## src/rtl/hzd_pkg.sv

```systemverilog
package hzd_pkg;
    localparam int REG_W  = 4;
    localparam int STAT_W = 2;

    typedef enum logic [2:0] {
        SRC_RF       = 3'd0,
        SRC_EX_ALU   = 3'd1,
        SRC_MEM_LOAD = 3'd2,
        SRC_MEM_ALU  = 3'd3,
        SRC_WB_LOAD  = 3'd4,
        SRC_WB_ALU   = 3'd5
    } fwd_src_e;

    typedef enum logic [STAT_W-1:0] {
        ST_OK   = 2'd0,
        ST_HALT = 2'd1,
        ST_ADDR = 2'd2,
        ST_INSN = 2'd3
    } stat_e;

    typedef struct packed {
        logic f_stall;
        logic d_stall;
        logic d_bubble;
        logic e_bubble;
    } front_ctl_t;

    function automatic logic is_exc(input logic [STAT_W-1:0] s);
        return s != ST_OK;
    endfunction
endpackage

```

## src/rtl/hzd_fwd_sel.sv

```systemverilog
module hzd_fwd_sel
    import hzd_pkg::*;
#(
    parameter int RW = REG_W
) (
    input  logic [RW-1:0] src,
    input  logic [RW-1:0] ex_alu,
    input  logic [RW-1:0] mem_load,
    input  logic [RW-1:0] mem_alu,
    input  logic [RW-1:0] wb_load,
    input  logic [RW-1:0] wb_alu,
    output fwd_src_e      sel
);
    localparam int          NCAND   = 5;
    localparam logic [RW-1:0] NO_REG = {RW{1'b1}};

    logic [RW-1:0] cand [NCAND];

    assign cand[0] = ex_alu;
    assign cand[1] = mem_load;
    assign cand[2] = mem_alu;
    assign cand[3] = wb_load;
    assign cand[4] = wb_alu;

    // Scan from oldest to youngest so the nearest stage overwrites last.
    always_comb begin
        sel = SRC_RF;
        if (src != NO_REG) begin
            for (int i = NCAND - 1; i >= 0; i--) begin
                if (cand[i] == src)
                    sel = fwd_src_e'(3'(i + 1));
            end
        end
    end
endmodule

```

## src/rtl/hzd_interlock.sv

```systemverilog
module hzd_interlock
    import hzd_pkg::*;
#(
    parameter int RW = REG_W
) (
    input  logic [RW-1:0] src_a,
    input  logic [RW-1:0] src_b,
    input  logic          dec_is_ret,
    input  logic [RW-1:0] ex_dst_load,
    input  logic          ex_is_ret,
    input  logic          ex_mispredict,
    input  logic          mem_is_ret,
    output front_ctl_t    ctl
);
    localparam logic [RW-1:0] NO_REG = {RW{1'b1}};

    logic hit_a, hit_b, load_use, ret_wait;

    assign hit_a    = (src_a != NO_REG) && (src_a == ex_dst_load);
    assign hit_b    = (src_b != NO_REG) && (src_b == ex_dst_load);
    assign load_use = (hit_a || hit_b) && !ex_mispredict;
    assign ret_wait = (dec_is_ret && !ex_mispredict) || ex_is_ret || mem_is_ret;

    always_comb begin
        ctl.f_stall  = load_use || ret_wait;
        ctl.d_stall  = load_use;
        ctl.d_bubble = ex_mispredict || (ret_wait && !load_use);
        ctl.e_bubble = ex_mispredict || load_use;
    end
endmodule

```

## src/rtl/hzd_commit_guard.sv

```systemverilog
module hzd_commit_guard
    import hzd_pkg::*;
(
    input  logic              clk,
    input  logic              rst,
    input  logic              ex_sets_cc,
    input  logic [STAT_W-1:0] ex_stat,
    input  logic              mem_wr_req,
    input  logic [STAT_W-1:0] mem_stat,
    input  logic [STAT_W-1:0] wb_stat,
    output logic              cc_we,
    output logic              dmem_we,
    output logic              m_bubble,
    output logic              w_stall,
    output logic              halted
);
    logic exc_m, exc_w, stop_q;

    assign exc_m = is_exc(mem_stat);
    assign exc_w = is_exc(wb_stat);

    always_ff @(posedge clk) begin
        if (rst)
            stop_q <= 1'b0;
        else if (exc_w)
            stop_q <= 1'b1;
    end

    assign halted   = stop_q;
    assign w_stall  = exc_w || stop_q;
    assign m_bubble = exc_m || w_stall;
    assign dmem_we  = mem_wr_req && !m_bubble;
    assign cc_we    = ex_sets_cc && !is_exc(ex_stat) && !m_bubble;
endmodule

```

## src/rtl/hzd_ctrl.sv

```systemverilog
module hzd_ctrl
    import hzd_pkg::*;
#(
    parameter int RW = REG_W
) (
    input  logic              clk,
    input  logic              rst,
    input  logic [RW-1:0]     dec_src_a,
    input  logic [RW-1:0]     dec_src_b,
    input  logic              dec_is_ret,
    input  logic [RW-1:0]     ex_dst_alu,
    input  logic [RW-1:0]     ex_dst_load,
    input  logic              ex_is_ret,
    input  logic              ex_mispredict,
    input  logic              ex_sets_cc,
    input  logic [STAT_W-1:0] ex_stat,
    input  logic [RW-1:0]     mem_dst_alu,
    input  logic [RW-1:0]     mem_dst_load,
    input  logic              mem_is_ret,
    input  logic              mem_wr_req,
    input  logic [STAT_W-1:0] mem_stat,
    input  logic [RW-1:0]     wb_dst_alu,
    input  logic [RW-1:0]     wb_dst_load,
    input  logic [STAT_W-1:0] wb_stat,
    output logic [2:0]        fwd_a_sel,
    output logic [2:0]        fwd_b_sel,
    output logic              f_stall,
    output logic              d_stall,
    output logic              d_bubble,
    output logic              e_bubble,
    output logic              m_bubble,
    output logic              w_stall,
    output logic              cc_we,
    output logic              dmem_we,
    output logic              halted
);
    localparam int NOPS = 2;

    logic [RW-1:0] srcs [NOPS];
    fwd_src_e      sels [NOPS];
    front_ctl_t    front;

    assign srcs[0] = dec_src_a;
    assign srcs[1] = dec_src_b;

    for (genvar g = 0; g < NOPS; g++) begin : g_op
        hzd_fwd_sel #(.RW(RW)) u_sel (
            .src      (srcs[g]),
            .ex_alu   (ex_dst_alu),
            .mem_load (mem_dst_load),
            .mem_alu  (mem_dst_alu),
            .wb_load  (wb_dst_load),
            .wb_alu   (wb_dst_alu),
            .sel      (sels[g])
        );
    end

    assign fwd_a_sel = sels[0];
    assign fwd_b_sel = sels[1];

    hzd_interlock #(.RW(RW)) u_lock (
        .src_a         (dec_src_a),
        .src_b         (dec_src_b),
        .dec_is_ret    (dec_is_ret),
        .ex_dst_load   (ex_dst_load),
        .ex_is_ret     (ex_is_ret),
        .ex_mispredict (ex_mispredict),
        .mem_is_ret    (mem_is_ret),
        .ctl           (front)
    );

    assign f_stall  = front.f_stall;
    assign d_stall  = front.d_stall;
    assign d_bubble = front.d_bubble;
    assign e_bubble = front.e_bubble;

    hzd_commit_guard u_guard (
        .clk        (clk),
        .rst        (rst),
        .ex_sets_cc (ex_sets_cc),
        .ex_stat    (ex_stat),
        .mem_wr_req (mem_wr_req),
        .mem_stat   (mem_stat),
        .wb_stat    (wb_stat),
        .cc_we      (cc_we),
        .dmem_we    (dmem_we),
        .m_bubble   (m_bubble),
        .w_stall    (w_stall),
        .halted     (halted)
    );
endmodule

```

## config.mk

```make
export PLATFORM = sky130hd
export DESIGN_NAME = hzd_ctrl
export DESIGN_NICKNAME = d
export VERILOG_FILES = /design/src/rtl/hzd_pkg.sv /design/src/rtl/hzd_fwd_sel.sv /design/src/rtl/hzd_interlock.sv /design/src/rtl/hzd_commit_guard.sv /design/src/rtl/hzd_ctrl.sv
export SDC_FILE = /design/constraint.sdc
export NUM_CORES = 1
export LEC_CHECK = 0
export BUFFER_PORTS_ARGS = -buffer_cell sky130_fd_sc_hd__buf_2
export CORE_MARGIN = 2
export CORE_UTILIZATION = 40
export CTS_CLUSTER_DIAMETER = 40
export DETAILED_ROUTE_END_ITERATION = 10
export GPL_ROUTABILITY_DRIVEN = 0
export PLACE_DENSITY = 0.76
export SLEW_MARGIN = 20
export SYNTH_ARGS = -nofsm -noshare
export SYNTH_HDL_FRONTEND = slang
export SYNTH_HIERARCHICAL = 1
export SYNTH_SLANG_ARGS = --single-unit
```

## constraint.sdc

```tcl
create_clock -name clk -period 4.66 [get_ports clk]
set_input_delay 0.932 -clock clk [delete_from_list [all_inputs] [get_ports clk]]
set_output_delay 0.932 -clock clk [all_outputs]
set_load 0.01 [all_outputs]
```

==> metrics <==
Core ar.=0.00202 sq mm; drt total wl=2.39 mm; total power=0.000125 W; Crit Path Class=input pin to output port; R2R setup slack=3.89 ns; worst slack, placed=1.59 ns; Iteration-0 DRC Markers=9; chip height=50.9 microns; worst hold path class=flop to flop; clock slew at reported path FFs=0 ns; Logic pwr share=92.1%; post-route design area=0.00114 sq mm; DRC viols=0; Crit Reg-Reg Endpoint=u_guard/halted; pin count of the biggest net entering global routing=9; cell count after synthesis=109; syn nets=155; Clk Latency, worst-skew pair=0 ns; setup ws final=1.59 ns; Warnings, synthesis=6; reg2reg start=u_guard/halted; DR pass1 iterations=4; Routed WL per cell=12.8 microns; final hold vios=0; CP Max Fanout=8; Inserted Diodes=0; fin nets=208; async set-reset flop share out of synthesis=0%; Worst Path Required=3.73 ns; post-synth cell types=28; CP endpoint kind=output port; cell row count=16; detailed-route via count=948; post-layout min period=3.07 ns; number of flops mapped to enable cells by yosys=0; Final HPWL DP=2.10 mm; overall global routing resource usage=19.1%; Initial Utilization=43.5%; Yosys reg bits=1; crit path to=fwd_b_sel[0]; I/O Pins=61; FMAX=325 MHz; CTS resizes=0; DP Area=0.00114 sq mm; status=finished, final reports clean; number of vias per cell=5.07; global-route wire length before repair=3.91 mm; mapped cell area=880 sq um; Finished Layout Cells=187; CP startpoint kind=input pin; max-slew violations=0; Leak=0.497 nW; # fillers=207; Clk network pwr share=0%; crit path launch=dec_src_b[1]; PD cells=110 mW/mm^2; Synth top area share=32.9%; ys flop type=dfxtp_1; initial antenna violation count=0; grt total ovfl=0; Reg area=20.0 sq um; die width=50.9 microns; layout cells sized above 1=43.8%; sw frac=48.1%; sequential cell fraction of total power=7.9%; arrival time worst endpoint=2.14 ns; PortBufs=60; max reg flops=1; RSZ-0062 raised after global routing=false; dominant cell type by area after synthesis=xnor2_1; Worst R2R Path Depth=2; cts hold-fix bufs=0; die area=0.00259 sq mm; area of the multi-input gates=777 sq um; # setup viols final=0; top post-synthesis cells by count=xnor2_1 (33), xor2_1 (14), nand4_1 (8); max_cap viols=0; DRT antenna net count=0; top-count cell post-synth=xnor2_1; Final Cycle Share=65.9%; peak supply drop=0.0728 mV; Slew headroom=77.1%; Setup Skew=0 ns; sw power=0.0000601 W; syn avg cell area=8.07 sq um; dpl cells=187; largest cells by area after synthesis=xnor2_1 (33%), xor2_1 (14%), buf_4 (6.0%); # Post-CTS Setup Buffers=0; Fin Setup TNS=0 ns; sequential share of the synthesized area=2.28%; Slew @ Worst Pin=0.335 ns; Area Overhead vs Synth=29.4%; vias in the first global route=898; internal power=0.0000647 W
-- critical path, cell delays in order --
cell and delay, ns:
buf_2 0.17, xor2_1 0.20, nor4_4 0.35, nor2b_1 0.10, a211oi_2 0.22, buf_2 0.16
-- metrics by stage --
step,util [%],hold WS [ns]
finish,56.3,0.531
global route,56.3,0.594
CTS,56.3,0.540
detailed placement,56.3,0.543
global placement,56.3,0.515
floorplan,-,0.559
-- power groups by stage --
stage | sequential (W) | clock [W] | combinational (W)
5_1_grt | 0.0000100 | 0 | 0.000126
4_1_cts | 0.00000993 | 0 | 0.000116
3_3_place_gp | 0.00000985 | 0 | 0.000112
2_1_floorplan | 0.0000101 | 0 | 0.0000764
6_report | 0.00000989 | 0 | 0.000115
3_5_place_dp | 0.00000996 | 0 | 0.000115
-- how the worst min path moves through the flow --
stage,to,cells after the start,slack [ns],start
3_5_place_dp,u_guard/halted,2,0.54,u_guard/halted
4_1_cts,u_guard/halted,2,0.54,u_guard/halted
6_report,u_guard/halted,2,0.53,u_guard/halted
5_1_grt,u_guard/halted,2,0.59,u_guard/halted
3_3_place_gp,u_guard/halted,2,0.51,u_guard/halted
2_1_floorplan,u_guard/halted,2,0.56,u_guard/halted
-- area by class of cell --
| class | count | share of cell area, % |
|---|---|---|
| well taps | 27 | 2.97 |
| multi-input cells | 97 | 68.2 |
| inverters | 2 | 0.659 |
| flip-flops and latches | 1 | 1.76 |
| repair buffers | 60 | 26.4 |
-- cells by family (layout without fill, tap and decap cells) --
group / count (synthesis) / after routing / synth area share [%]
xor+xnor: 47 / 47 / 46.8
simple gates: 40 / 40 / 31.2
buf+inv: 11 / 62 / 9.39
compound gates: 10 / 10 / 10.4
flops: 1 / 1 / 2.28
-- cell usage in the layout (no fill, tap or decap) --
master	netlist	final
a2111oi_0	2	2
a211oi_1	2	2
a211oi_2	2	2
a21o_1	1	1
a22oi_2	1	1
and3_1	2	2
and4_1	2	2
and4_2	1	1
and4b_1	1	1
buf_2	0	60
dfxtp_1	1	1
inv_1	2	2
nand2_1	6	6
nand2b_1	3	3
nand3_1	2	2
nand4_1	8	8
nor2_1	6	6
nor2b_1	2	2
nor3_2	2	2
nor4_1	1	1
nor4_2	1	1
nor4_4	2	2
o2111ai_1	1	1
o21ai_1	1	1
or2_2	1	1
xnor2_1	33	33
xor2_1	14	14
-- routing by layer --
metal  GRT usage (%)  wire length [microns]  share of wire [%]  vias to the layer above
met4            2.25                     25                1.0                        0
li1                -                      -                  -                      479
met3            1.17                    215                9.0                        2
met5               0                      0                  0                        -
met2            34.9                   1050                 44                       53
met1            25.3                   1090                 46                      414
(Power assumes the default switching activity.)
